**src/rtl/smst_pkg.sv**
```systemverilog
package smst_pkg;
  localparam int unsigned AW = 6;

  localparam logic [AW-1:0] OFS_CTRL  = 6'h00;
  localparam logic [AW-1:0] OFS_CLK   = 6'h04;
  localparam logic [AW-1:0] OFS_IE    = 6'h08;
  localparam logic [AW-1:0] OFS_STS   = 6'h0C;
  localparam logic [AW-1:0] OFS_RADDR = 6'h10;
  localparam logic [AW-1:0] OFS_DATA  = 6'h1C;
  localparam logic [AW-1:0] OFS_LINE  = 6'h24;
  localparam logic [AW-1:0] OFS_DMODE = 6'h28;
  localparam logic [AW-1:0] OFS_CMD   = 6'h2C;
  localparam logic [AW-1:0] OFS_DAR   = 6'h30;

  // control bit positions
  localparam int unsigned CTL_SRST  = 0;
  localparam int unsigned CTL_GIE   = 1;
  localparam int unsigned CTL_ABORT = 6;
  localparam int unsigned CTL_START = 7;

  // status bit positions
  localparam int unsigned ST_DONE = 0;
  localparam int unsigned ST_ERR  = 1;
  localparam int unsigned ST_LBSY = 2;
  localparam int unsigned ST_DLO  = 8;
  localparam int unsigned DERR_W  = 4;
  localparam int unsigned ST_ACK  = 16;
  localparam int unsigned STS_W   = ST_ACK + 1;
  localparam logic [STS_W-1:0] STS_MASK = 17'h10F07;

  // field widths
  localparam int unsigned CLK_W  = 11;
  localparam int unsigned RA_W   = 8;
  localparam int unsigned CMD_W  = 8;
  localparam int unsigned RT_W   = 8;
  localparam int unsigned HW_W   = 16;
  localparam int unsigned DAR_W  = RT_W + HW_W;
  localparam int unsigned LINE_W = 4;

  typedef struct packed {
    logic                done;
    logic                err;
    logic                ack;
    logic [DERR_W-1:0]   derr;
  } eng_res_t;
endpackage

```
**src/rtl/smst_ctl.sv**
```systemverilog
module smst_ctl #(
  parameter int unsigned RST_CYC = 4
) (
  input  logic clk,
  input  logic rst,
  input  logic ctrl_wr,
  input  logic req_start,
  input  logic req_abort,
  input  logic req_srst,
  input  logic eng_done,
  output logic busy,
  output logic rst_act,
  output logic eng_start,
  output logic eng_abort,
  output logic fin
);
  localparam int unsigned CW = $clog2(RST_CYC + 1);
  localparam logic [CW-1:0] CNT_LAST = CW'(RST_CYC - 1);

  logic [CW-1:0] cnt;

  assign fin = busy && eng_done;

  always_ff @(posedge clk) begin
    if (rst) begin
      busy      <= 1'b0;
      rst_act   <= 1'b0;
      eng_start <= 1'b0;
      eng_abort <= 1'b0;
      cnt       <= '0;
    end else begin
      eng_start <= 1'b0;
      eng_abort <= 1'b0;
      if (rst_act) begin
        if (cnt == CNT_LAST) begin
          rst_act <= 1'b0;
          cnt     <= '0;
        end else begin
          cnt <= cnt + 1'b1;
        end
      end else if (ctrl_wr && req_srst) begin
        rst_act <= 1'b1;
        cnt     <= '0;
        busy    <= 1'b0;
      end else if (busy) begin
        if (eng_done) begin
          busy <= 1'b0;
        end else if (ctrl_wr && req_abort) begin
          busy      <= 1'b0;
          eng_abort <= 1'b1;
        end
      end else if (ctrl_wr && req_start) begin
        busy      <= 1'b1;
        eng_start <= 1'b1;
      end
    end
  end
endmodule

```
**src/rtl/smst_sts.sv**
```systemverilog
module smst_sts
  import smst_pkg::*;
(
  input  logic             clk,
  input  logic             rst,
  input  logic             clr_all,
  input  logic             fin,
  input  eng_res_t         res,
  input  logic             lbsy_set,
  input  logic             w1c_en,
  input  logic [STS_W-1:0] w1c_mask,
  input  logic [STS_W-1:0] ie,
  input  logic             gie,
  output logic [STS_W-1:0] sts,
  output logic             irq
);
  logic [STS_W-1:0] set_v;
  logic [STS_W-1:0] clr_v;

  always_comb begin
    set_v = '0;
    if (fin) begin
      if (res.err) begin
        set_v[ST_ERR]                  = 1'b1;
        set_v[ST_DLO +: DERR_W]        = res.derr;
        set_v[ST_ACK]                  = res.ack;
      end else begin
        set_v[ST_DONE] = 1'b1;
      end
    end
    if (lbsy_set) set_v[ST_LBSY] = 1'b1;
    clr_v = w1c_en ? w1c_mask : '0;
  end

  always_ff @(posedge clk) begin
    if (rst) begin
      sts <= '0;
      irq <= 1'b0;
    end else begin
      if (clr_all) sts <= '0;
      else         sts <= ((sts & ~clr_v) | set_v) & STS_MASK;
      irq <= gie && (|(sts & ie));
    end
  end
endmodule

```
**src/rtl/smst_line.sv**
```systemverilog
module smst_line
  import smst_pkg::*;
#(
  parameter int unsigned SYNC_N = 2
) (
  input  logic              clk,
  input  logic              rst,
  input  logic              release_i,
  input  logic              ovr_wr,
  input  logic [LINE_W-1:0] ovr_wdata,
  input  logic              eng_scl,
  input  logic              eng_sda,
  input  logic              scl_in,
  input  logic              sda_in,
  output logic [LINE_W-1:0] ovr,
  output logic              scl_out,
  output logic              sda_out,
  output logic              lvl_scl,
  output logic              lvl_sda
);
  logic [SYNC_N-1:0] sync_scl;
  logic [SYNC_N-1:0] sync_sda;

  always_ff @(posedge clk) begin
    if (rst) begin
      ovr      <= '0;
      scl_out  <= 1'b1;
      sda_out  <= 1'b1;
      sync_scl <= '1;
      sync_sda <= '1;
    end else begin
      if (release_i)   ovr <= '0;
      else if (ovr_wr) ovr <= ovr_wdata;
      sda_out  <= ovr[0] ? ovr[1] : eng_sda;
      scl_out  <= ovr[2] ? ovr[3] : eng_scl;
      sync_scl <= {sync_scl[SYNC_N-2:0], scl_in};
      sync_sda <= {sync_sda[SYNC_N-2:0], sda_in};
    end
  end

  assign lvl_scl = sync_scl[SYNC_N-1];
  assign lvl_sda = sync_sda[SYNC_N-1];
endmodule

```
**src/rtl/smst_csr.sv**
```systemverilog
module smst_csr
  import smst_pkg::*;
#(
  parameter int unsigned DW      = 32,
  parameter int unsigned RST_CYC = 4,
  parameter int unsigned SYNC_N  = 2
) (
  input  logic              clk,
  input  logic              rst,
  input  logic              bus_wr,
  input  logic              bus_rd,
  input  logic [AW-1:0]     bus_addr,
  input  logic [DW-1:0]     bus_wdata,
  output logic [DW-1:0]     bus_rdata,
  output logic              irq,
  output logic              eng_start,
  output logic              eng_abort,
  output logic              eng_reset,
  input  logic              eng_done,
  input  logic              eng_err,
  input  logic              eng_ack_err,
  input  logic [DERR_W-1:0] eng_data_err,
  input  logic              eng_rdata_vld,
  input  logic [DW-1:0]     eng_rdata,
  output logic [CLK_W-1:0]  cfg_clk,
  output logic [31:0]       cfg_devmode,
  output logic [CMD_W-1:0]  cfg_cmd,
  output logic [RA_W-1:0]   cfg_regaddr,
  output logic [DW-1:0]     cfg_data,
  output logic [RT_W-1:0]   cfg_rtaddr,
  output logic [HW_W-1:0]   cfg_hwaddr,
  input  logic              eng_scl,
  input  logic              eng_sda,
  input  logic              scl_in,
  input  logic              sda_in,
  output logic              scl_out,
  output logic              sda_out
);
  logic busy, rst_act, fin, gie_q;
  logic [STS_W-1:0]  sts, ie_q;
  logic [CLK_W-1:0]  clk_q;
  logic [31:0]       dmode_q;
  logic [CMD_W-1:0]  cmd_q;
  logic [RA_W-1:0]   raddr_q;
  logic [DW-1:0]     data_q;
  logic [DAR_W-1:0]  dar_q;
  logic [LINE_W-1:0] ovr;
  logic              lvl_scl, lvl_sda;
  logic [DW-1:0]     rd_mux;
  eng_res_t          res;

  logic wr_ctrl, wr_clk, wr_ie, wr_sts, wr_raddr, wr_data;
  logic wr_line, wr_dmode, wr_cmd, wr_dar, lock_hit;

  assign wr_ctrl  = bus_wr && (bus_addr == OFS_CTRL);
  assign wr_clk   = bus_wr && (bus_addr == OFS_CLK);
  assign wr_ie    = bus_wr && (bus_addr == OFS_IE);
  assign wr_sts   = bus_wr && (bus_addr == OFS_STS);
  assign wr_raddr = bus_wr && (bus_addr == OFS_RADDR);
  assign wr_data  = bus_wr && (bus_addr == OFS_DATA);
  assign wr_line  = bus_wr && (bus_addr == OFS_LINE);
  assign wr_dmode = bus_wr && (bus_addr == OFS_DMODE);
  assign wr_cmd   = bus_wr && (bus_addr == OFS_CMD);
  assign wr_dar   = bus_wr && (bus_addr == OFS_DAR);
  assign lock_hit = busy && (wr_raddr || wr_data || wr_cmd || wr_dar);

  assign res.done = eng_done;
  assign res.err  = eng_err;
  assign res.ack  = eng_ack_err;
  assign res.derr = eng_data_err;

  smst_ctl #(.RST_CYC(RST_CYC)) u_ctl (
    .clk       (clk),
    .rst       (rst),
    .ctrl_wr   (wr_ctrl),
    .req_start (bus_wdata[CTL_START]),
    .req_abort (bus_wdata[CTL_ABORT]),
    .req_srst  (bus_wdata[CTL_SRST]),
    .eng_done  (eng_done),
    .busy      (busy),
    .rst_act   (rst_act),
    .eng_start (eng_start),
    .eng_abort (eng_abort),
    .fin       (fin)
  );

  smst_sts u_sts (
    .clk      (clk),
    .rst      (rst),
    .clr_all  (rst_act),
    .fin      (fin),
    .res      (res),
    .lbsy_set (lock_hit),
    .w1c_en   (wr_sts),
    .w1c_mask (bus_wdata[STS_W-1:0]),
    .ie       (ie_q),
    .gie      (gie_q),
    .sts      (sts),
    .irq      (irq)
  );

  smst_line #(.SYNC_N(SYNC_N)) u_line (
    .clk       (clk),
    .rst       (rst),
    .release_i (rst_act),
    .ovr_wr    (wr_line),
    .ovr_wdata (bus_wdata[LINE_W-1:0]),
    .eng_scl   (eng_scl),
    .eng_sda   (eng_sda),
    .scl_in    (scl_in),
    .sda_in    (sda_in),
    .ovr       (ovr),
    .scl_out   (scl_out),
    .sda_out   (sda_out),
    .lvl_scl   (lvl_scl),
    .lvl_sda   (lvl_sda)
  );

  always_ff @(posedge clk) begin
    if (rst) begin
      gie_q   <= 1'b0;
      clk_q   <= '0;
      ie_q    <= '0;
      dmode_q <= '0;
      cmd_q   <= '0;
      raddr_q <= '0;
      data_q  <= '0;
      dar_q   <= '0;
    end else begin
      if (wr_ctrl)  gie_q   <= bus_wdata[CTL_GIE];
      if (wr_clk)   clk_q   <= bus_wdata[CLK_W-1:0];
      if (wr_ie)    ie_q    <= bus_wdata[STS_W-1:0] & STS_MASK;
      if (wr_dmode) dmode_q <= bus_wdata[31:0];
      if (!busy) begin
        if (wr_cmd)   cmd_q   <= bus_wdata[CMD_W-1:0];
        if (wr_raddr) raddr_q <= bus_wdata[RA_W-1:0];
        if (wr_dar)   dar_q   <= bus_wdata[DAR_W-1:0];
      end
      if (fin && eng_rdata_vld)    data_q <= eng_rdata;
      else if (wr_data && !busy)   data_q <= bus_wdata;
    end
  end

  always_comb begin
    rd_mux = '0;
    unique case (bus_addr)
      OFS_CTRL: begin
        rd_mux[CTL_START] = busy;
        rd_mux[CTL_GIE]   = gie_q;
        rd_mux[CTL_SRST]  = rst_act;
      end
      OFS_CLK:   rd_mux[CLK_W-1:0]  = clk_q;
      OFS_IE:    rd_mux[STS_W-1:0]  = ie_q;
      OFS_STS:   rd_mux[STS_W-1:0]  = sts;
      OFS_RADDR: rd_mux[RA_W-1:0]   = raddr_q;
      OFS_DATA:  rd_mux             = data_q;
      OFS_LINE:  rd_mux[LINE_W+1:0] = {lvl_scl, lvl_sda, ovr};
      OFS_DMODE: rd_mux[31:0]       = dmode_q;
      OFS_CMD:   rd_mux[CMD_W-1:0]  = cmd_q;
      OFS_DAR:   rd_mux[DAR_W-1:0]  = dar_q;
      default:   rd_mux             = '0;
    endcase
  end

  always_ff @(posedge clk) begin
    if (rst)         bus_rdata <= '0;
    else if (bus_rd) bus_rdata <= rd_mux;
  end

  assign eng_reset   = rst_act;
  assign cfg_clk     = clk_q;
  assign cfg_devmode = dmode_q;
  assign cfg_cmd     = cmd_q;
  assign cfg_regaddr = raddr_q;
  assign cfg_data    = data_q;
  assign cfg_rtaddr  = dar_q[DAR_W-1:HW_W];
  assign cfg_hwaddr  = dar_q[HW_W-1:0];
endmodule

```
**config.mk**
```make
export PLATFORM = sky130hd
export DESIGN_NAME = smst_csr
export DESIGN_NICKNAME = d
export VERILOG_FILES = /design/src/rtl/smst_pkg.sv /design/src/rtl/smst_ctl.sv /design/src/rtl/smst_sts.sv /design/src/rtl/smst_line.sv /design/src/rtl/smst_csr.sv
export SDC_FILE = /design/constraint.sdc
export NUM_CORES = 1
export LEC_CHECK = 0
export ABC_CLOCK_PERIOD_IN_PS = 3690
export BUFFER_PORTS_ARGS = -buffer_cell sky130_fd_sc_hd__buf_2
export CELL_PAD_IN_SITES_DETAIL_PLACEMENT = 2
export CELL_PAD_IN_SITES_GLOBAL_PLACEMENT = 2
export CORE_UTILIZATION = 32
export DETAILED_ROUTE_END_ITERATION = 16
export GPL_ROUTABILITY_DRIVEN = 1
export HOLD_SLACK_MARGIN = 0.02
export PLACE_DENSITY = 0.91
export SLEW_MARGIN = 20
export SYNTH_ARGS = -nofsm -noshare
export SYNTH_HDL_FRONTEND = slang
export SYNTH_SLANG_ARGS = --single-unit
```
**constraint.sdc**
```tcl
create_clock -name clk -period 3.69 [get_ports clk]
set_clock_uncertainty 0.05 [all_clocks]
set_input_delay 0.369 -clock clk [delete_from_list [all_inputs] [get_ports clk]]
set_output_delay 0.369 -clock clk [all_outputs]
set_load 0.02 [all_outputs]
```
==> impl_metrics.py, run 1 <==
metrics = {
    "status": {
        "outcome": "completed",
    },
    "critical_path": {
        "setup.worst_path.start_class": "input pin",
        "rr_endpoint": "cfg_data[13]",
        "crit_path_end_kind": "flip-flop",
        "timing.critical_path.cells": "buf_2 > nor2_1 > and4_1 > buf_4 > a222oi_1 > o31ai_1",
        "crit-reg2reg-launch": "u_ctl.busy",
        "critical_path_class": "input pin to flip-flop",
        "r2r.worst_path.cells": 6,
        "regToRegSetupSlack_ns": 1.47,
        "cp.buffers_inverters": 2,
        "timing.critical_path.max_delay_family": "simple AND/OR/NAND/NOR gates",
        "worst-endpoint-arrival_ns": 2.74,
        "timing.critical_path.slowest_cell_delay_ns": 0.75,
        "crit_path_max_fanout": 20,
        "timing.critical_path.slowest_stage_cell": "sky130_fd_sc_hd__and4_1",
        "crit_required_ns": 3.93,
    },
    "floorplanning": {
        "die_height_um": 158.5,
        "io_pins": 239,
        "coreArea_sq_mm": 0.02375,
        "floorplan.initialDensity_pct": 32.99,
        "fp-row-count": 56,
        "floorplan.die.width_um": 158.5,
        "die_area_sq_mm": 0.02511,
    },
    "global_route": {
        "grt_pass1_wl_mm": 53.15,
        "grt_start_max_net_pins": 67,
        "initial_antenna_violation_count": 1,
        "groute.usage.overall_pct": 28.56,
        "congestion_overflow_gr": 0,
        "first_global_vias": 8729,
    },
    "timing": {
        "timing.final.crit_share_pct": 67.59,
        "fin_tns_setup_ns": 0,
        "relSlewSlack_pct": 39.25,
        "report.final.hold_viol_count": 0,
        "report.final.slew_viol_count": 0,
        "worst-slew-pin-transition_ns": 0.8971,
        "final_critical_path_setup_slack_ns": 1.196,
        "finalSetupViolations": 0,
        "max_freq_mhz": 400.9,
        "min_period_ns": 2.494,
        "setup_repair_after_global_routing_missed_its_margin": "false",
    },
    "detailed_routing": {
        "drt_first_pass_iters": 8,
        "ant_nets": 0,
        "routed-wl-met2_mm": 17.32,
        "dr_wl_met3_mm": 1.952,
        "routed_vias": 8130,
        "drt_wl_total_mm": 35.56,
        "via_per_inst": 5.646,
        "m1WireLength_mm": 14.90,
        "routed.top_layer": "met4",
        "route.detailed.wl_per_inst_um": 24.70,
        "drc_errors": 0,
        "drtIter0Drc": 675,
    },
    "clock_network": {
        "ctsRootBufferMaster": "sky130_fd_sc_hd__clkbuf_16",
        "tritoncts.num_buffers": 17,
        "clkSlewWorstSetupHoldPaths_ns": 0.07,
        "htree_levels": 4,
        "clk-insertion-delay-late_ns": 0.43,
        "cts.repair.resized": 0,
        "holdBufCountCts": 0,
        "cts_tree": "built",
        "post_cts.repair.setup_buffers": 0,
        "sink_count": 182,
        "clockBufferDepth": 2,
    },
    "power_and_ir_drop": {
        "power-per-cell-area_mw_per_mm2": 442.8,
        "peakVddDrop_mv": 0.2786,
        "total_leakage_power_uw": 0.004127,
        "design_power_total_uw": 4394,
    },
    "layout": {
        "drive_gt1_share_pct": 30.71,
        "n_fill_cell": 2633,
        "fin_cells": 1440,
        "design.final.nets": 1194,
        "synthToLayoutAreaGrowth_pct": 26.67,
        "finish.instance_area_sq_mm": 0.009925,
    },
    "placement": {
        "place.gp.congestion": 0.8742,
        "port_buffers": 238,
        "placed_cell_area_sq_mm": 0.009256,
        "post-place-ws_ns": 0.9331,
        "post-place-cells": 1407,
        "post-dp-hpwl_mm": 24.14,
    },
    "synthesis": {
        "synth.cell_area_sq_mm": 0.007835,
        "portion_of_synthesized_cell_area_occupied_by_the_leading_cell_type_pct": 46.50,
        "synth.area.top_cells": "sky130_fd_sc_hd__dfxtp_1 (47%), sky130_fd_sc_hd__nand2_1 (8.7%), sky130_fd_sc_hd__mux2i_1 (6.9%)",
        "ys_types": 53,
        "synthesis.instances": 905,
        "synth-edff-count": 0,
        "synthesis.area_per_instance_sq_um": 8.657,
        "seq_area_frac_synth_pct": 46.50,
        "synth_top_cell_by_area": "sky130_fd_sc_hd__dfxtp_1",
        "ys_async_sr_fraction_pct": 0,
        "yosys_register_bits": 182,
        "yosysWarnings": 0,
        "synth_top_cells_by_count": "sky130_fd_sc_hd__dfxtp_1 (182), sky130_fd_sc_hd__nand2_1 (182), sky130_fd_sc_hd__a21oi_1 (97), sky130_fd_sc_hd__nor2_1 (86), sky130_fd_sc_hd__mux2i_1 (54)",
        "synth_flop_cell": "sky130_fd_sc_hd__dfxtp_1",
        "synthesis.nets": 992,
    },
    "job": {
        "drv.max_cap_violation_count": 0,
    },
    "hold_path": {
        "worstHoldPathType": "input pin to flip-flop",
        "holdPathStages": 2,
        "worstHoldStart": "scl_in",
        "hold-path-endpoint": "u_line.sync_scl[0]",
    },
}
state kept, by name, indices dropped and copies added, names as in the netlist, 2 cells and up:
register / flops
bus_rdata: 32
cfg_clk: 11
cfg_cmd: 8
cfg_data: 32
cfg_devmode: 32
cfg_regaddr: 8
dar_q: 24
ie_q: 8
u_ctl.cnt: 3
u_line.ovr: 4
u_line.sync_scl: 2
u_line.sync_sda: 2
u_sts.sts: 8
worst register-to-register path: stages (launching register included):
cell                       delay (ns)
sky130_fd_sc_hd__dfxtp_1         0.57
sky130_fd_sc_hd__nand3_2         0.09
sky130_fd_sc_hd__buf_4           0.37
sky130_fd_sc_hd__o31ai_4         0.18
sky130_fd_sc_hd__buf_4           0.51
sky130_fd_sc_hd__nor2_1          0.13
sky130_fd_sc_hd__a211oi_2        0.24
cell type report:
type	count	area, sq um	share of cell area (%)
clock inverter	13	212.7	2.143
multi-input combinational	640	3836	38.65
sequential	182	3643	36.71
tap	319	399.1	4.022
antenna	1	2.502	0.02521
inverter	7	26.28	0.2648
clock buffer	19	452.9	4.564
timing repair buffer	259	1351	13.62
per-stage QoR:
stage	util (%)	hold slack, ns
final	41.78	0.07912
after global routing	41.78	0.07256
after floorplan	-	0.3395
after global placement	38.96	0.3499
after CTS	41.77	0.07032
after detailed placement	38.97	0.3536
cells in the final DEF (no fill, tap or decap), drive strengths merged, types with 3 or more instances in the layout:
| master | netlist | layout |
|---|---|---|
| a211oi | 37 | 37 |
| a21oi | 97 | 97 |
| a221oi | 17 | 17 |
| a222oi | 13 | 13 |
| a22o | 3 | 3 |
| a22oi | 25 | 25 |
| a32oi | 3 | 3 |
| and3 | 7 | 7 |
| buf | 26 | 259 |
| bufinv | 0 | 5 |
| clkbuf | 50 | 19 |
| clkinv | 0 | 3 |
| dfxtp | 182 | 182 |
| inv | 7 | 12 |
| mux2 | 5 | 5 |
| mux2i | 54 | 54 |
| nand2 | 182 | 182 |
| nand2b | 4 | 4 |
| nand3 | 32 | 32 |
| nor2 | 89 | 89 |
| nor2b | 4 | 4 |
| nor3 | 18 | 18 |
| nor4 | 3 | 3 |
| o21ai | 11 | 11 |
| o31ai | 5 | 5 |
| or2 | 5 | 5 |
kinds of logic after synthesis:
logic type / Yosys count / share of synthesized area [%]
AO/OA/AOI/OAI: 223 / 20.71
multiplexers: 61 / 8.192
flip-flops: 182 / 46.50
AND/OR/NAND/NOR: 355 / 19.67
adder cells (fa/ha/maj): 1 / 0.1597
buffers and inverters: 83 / 4.759
metal layers:
layer,vias up,GRT usage [%]
met3,78,4.164
li1,3614,-
met2,352,48.52
met1,4086,35.38
met5,-,0
met4,0,13.69
how the worst max path moves through the flow:
stage	startpoint	endpoint	slack (ns)	cells after the start
after floorplan	bus_addr[5]	cfg_data[12]	1.68	5
after detailed placement	bus_addr[2]	bus_rdata[19]	0.93	5
after CTS	bus_addr[2]	bus_rdata[20]	1.31	5
final	bus_addr[2]	bus_rdata[12]	1.20	6
after global routing	bus_addr[2]	bus_rdata[21]	1.12	5
after global placement	bus_addr[2]	bus_rdata[23]	0.97	5
power by group:
part / leakage (uW) / internal [uW] / switching, uW
sequential: 0.00147 / 1980 / 13.2
clock: 0.000329 / 1250 / 851
combinational: 0.00233 / 89.4 / 208
total: 0.00413 / 3320 / 1070
Power figures use the tool's default switching activity.
==> run 2: changes to the inputs <==
--- a/config.mk
+++ b/config.mk
@@ -5,15 +5,15 @@
 export SDC_FILE = /design/constraint.sdc
 export NUM_CORES = 1
 export LEC_CHECK = 0
-export ABC_CLOCK_PERIOD_IN_PS = 3690
+export ABC_CLOCK_PERIOD_IN_PS = 2450
 export BUFFER_PORTS_ARGS = -buffer_cell sky130_fd_sc_hd__buf_2
 export CELL_PAD_IN_SITES_DETAIL_PLACEMENT = 2
 export CELL_PAD_IN_SITES_GLOBAL_PLACEMENT = 2
-export CORE_UTILIZATION = 32
+export CORE_UTILIZATION = 30
 export DETAILED_ROUTE_END_ITERATION = 16
 export GPL_ROUTABILITY_DRIVEN = 1
 export HOLD_SLACK_MARGIN = 0.02
-export PLACE_DENSITY = 0.91
+export PLACE_DENSITY = 0.87
 export SLEW_MARGIN = 20
 export SYNTH_ARGS = -nofsm -noshare
 export SYNTH_HDL_FRONTEND = slang
==> constraint.sdc (replaced) <==
create_clock -name clk -period 2.45 [get_ports clk]
set_clock_uncertainty 0.05 [all_clocks]
set_input_delay 0.245 -clock clk [delete_from_list [all_inputs] [get_ports clk]]
set_output_delay 0.245 -clock clk [all_outputs]
set_load 0.02 [all_outputs]
==> impl_metrics.py, run 2 (synthesized netlist as in run 1, its figures left out) <==
metrics = {
    "global_route": {
        "groute.usage.overall_pct": 26.56,
        "first_global_vias": 8973,
        "grt_pass1_wl_mm": 53.75,
        "congestion_overflow_gr": 0,
        "grt_start_max_net_pins": 91,
        "initial_antenna_violation_count": 1,
    },
    "clock_network": {
        "clkSlewWorstSetupHoldPaths_ns": 0.08,
        "holdBufCountCts": 14,
        "ctsRootBufferMaster": "sky130_fd_sc_hd__clkbuf_16",
        "htree_levels": 4,
        "clk-insertion-delay-late_ns": 0.44,
        "clockBufferDepth": 2,
        "sink_count": 182,
        "cts_tree": "built",
        "tritoncts.num_buffers": 17,
        "post_cts.repair.setup_buffers": 0,
        "cts.repair.resized": 0,
    },
    "detailed_routing": {
        "drt_first_pass_iters": 6,
        "drt_wl_total_mm": 35.46,
        "route.detailed.wl_per_inst_um": 24.05,
        "via_per_inst": 5.551,
        "ant_nets": 0,
        "routed_vias": 8182,
        "drtIter0Drc": 624,
        "drc_errors": 0,
    },
    "timing": {
        "finalSetupViolations": 0,
        "relSlewSlack_pct": 55.14,
        "timing.final.crit_share_pct": 79.56,
        "worst-slew-pin-transition_ns": 0.6722,
        "min_period_ns": 1.949,
        "report.final.hold_viol_count": 0,
        "fin_tns_setup_ns": 0,
        "max_freq_mhz": 513.0,
        "setup_repair_after_global_routing_missed_its_margin": "false",
        "report.final.slew_viol_count": 0,
    },
    "layout": {
        "drive_gt1_share_pct": 30.80,
        "synthToLayoutAreaGrowth_pct": 29.45,
        "most_common_cell_after_layout_fill_and_taps_aside": "sky130_fd_sc_hd__buf_2",
        "design.final.nets": 1217,
        "n_fill_cell": 2856,
        "layout.cells.most_common_list": "sky130_fd_sc_hd__buf_2 (237), sky130_fd_sc_hd__nand2_1 (182), sky130_fd_sc_hd__dfxtp_1 (182), sky130_fd_sc_hd__a21oi_1 (97), sky130_fd_sc_hd__nor2_1 (86)",
    },
    "floorplanning": {
        "die_area_sq_mm": 0.02677,
        "floorplan.die.width_um": 163.6,
        "die_height_um": 163.6,
        "floorplan.initialDensity_pct": 30.85,
        "fp-row-count": 58,
        "coreArea_sq_mm": 0.02540,
        "io_pins": 239,
    },
    "critical_path": {
        "crit_path_max_fanout": 56,
        "crit_path_end_kind": "flip-flop",
        "rr_endpoint": "cfg_data[23]",
        "crit-reg2reg-launch": "u_ctl.busy",
        "critical_path_class": "flip-flop to flip-flop",
        "r2r.worst_path.cells": 5,
        "worst-endpoint-arrival_ns": 2.25,
        "setup.worst_path.start_class": "flip-flop",
        "regToRegSetupSlack_ns": 0.50,
        "crit_required_ns": 2.76,
    },
    "hold_path": {
        "hold-path-endpoint": "u_sts.sts[9]",
        "worstHoldStart": "eng_data_err[1]",
        "holdPathStages": 3,
        "worstHoldPathType": "input pin to flip-flop",
    },
    "power_and_ir_drop": {
        "total_leakage_power_uw": 0.004202,
        "design_power_total_uw": 6336,
        "peakVddDrop_mv": 0.3636,
        "power-per-cell-area_mw_per_mm2": 624.7,
    },
    "job": {
        "drv.max_cap_violation_count": 0,
    },
    "placement": {
        "port_buffers": 238,
        "post-dp-hpwl_mm": 24.62,
        "place.gp.congestion": 0.8783,
    },
    "status": {
        "outcome": "completed",
    },
}
## run 2: changes by cell type in the layout (fill, tap and decap cells not counted), sizes merged
cell         delta
bufinv          -4
inv             +2
clkinv          +2
buf             +9
clkbuf          -2
clkinvlp        +2
dlygate4sd3    +14
## run 2: metal layers
metal | up-vias | GRT usage (%) | share of wire (%)
li1 | 3657 | - | -
met1 | 4180 | 32.42 | 42
met2 | 270 | 45.20 | 50
met3 | 75 | 4.698 | 4.9
met4 | 0 | 12.21 | 3.7
met5 | - | 0 | 0
## run 2: worst max path at each step
stage / start / endpoint / slack (ns)
floorplan: bus_addr[5] / cfg_data[12] / 0.56
global placement: bus_addr[4] / bus_rdata[10] / 0.26
finish: u_ctl.busy / cfg_data[23] / 0.50
global route: u_ctl.busy / cfg_data[6] / 0.39
detailed placement: bus_addr[4] / bus_rdata[20] / 0.19
CTS: u_ctl.busy / cfg_data[6] / 0.49
## run 2: final cells by class
cell class	count	area, sq um	share of cell area [%]
Sequential cell	182	3643	35.92
Timing Repair Buffer	282	1634	16.11
Clock inverter	15	163.9	1.616
Antenna cell	1	2.502	0.02467
Inverter	7	26.28	0.2591
Clock buffer	17	425.4	4.194
Multi-Input combinational cell	640	3834	37.80
Tap cell	330	412.9	4.071
## run 2: metrics by stage
stage               setup WS, ns  area (sq um)  instances  hold slack, ns  utilization, %
floorplan                 0.5599          7835        905          0.2988               -
global placement          0.2629          9410       1427          0.3464           37.05
detailed placement        0.1908          9410       1427          0.3514           37.05
CTS                       0.4871         10140       1473         0.02011           39.92
global route              0.3852         10140       1474         0.02811           39.93
finish                    0.5008         10140       1474         0.02499           39.93
## run 2: worst max-delay path: stages, from the launching register on
cell	delay (ns)
sky130_fd_sc_hd__dfxtp_1	0.45
sky130_fd_sc_hd__nand2b_1	0.30
sky130_fd_sc_hd__o31ai_4	0.37
sky130_fd_sc_hd__buf_12	0.31
sky130_fd_sc_hd__nor2_1	0.10
sky130_fd_sc_hd__a211oi_2	0.22
## run 2: report_power, final
| group | internal, uW | switching, uW | leakage, uW |
|---|---|---|---|
| Clock | 1450 | 1400 | 0.000285 |
| Combinational | 158 | 317 | 0.00245 |
| Sequential | 2980 | 21.0 | 0.00147 |
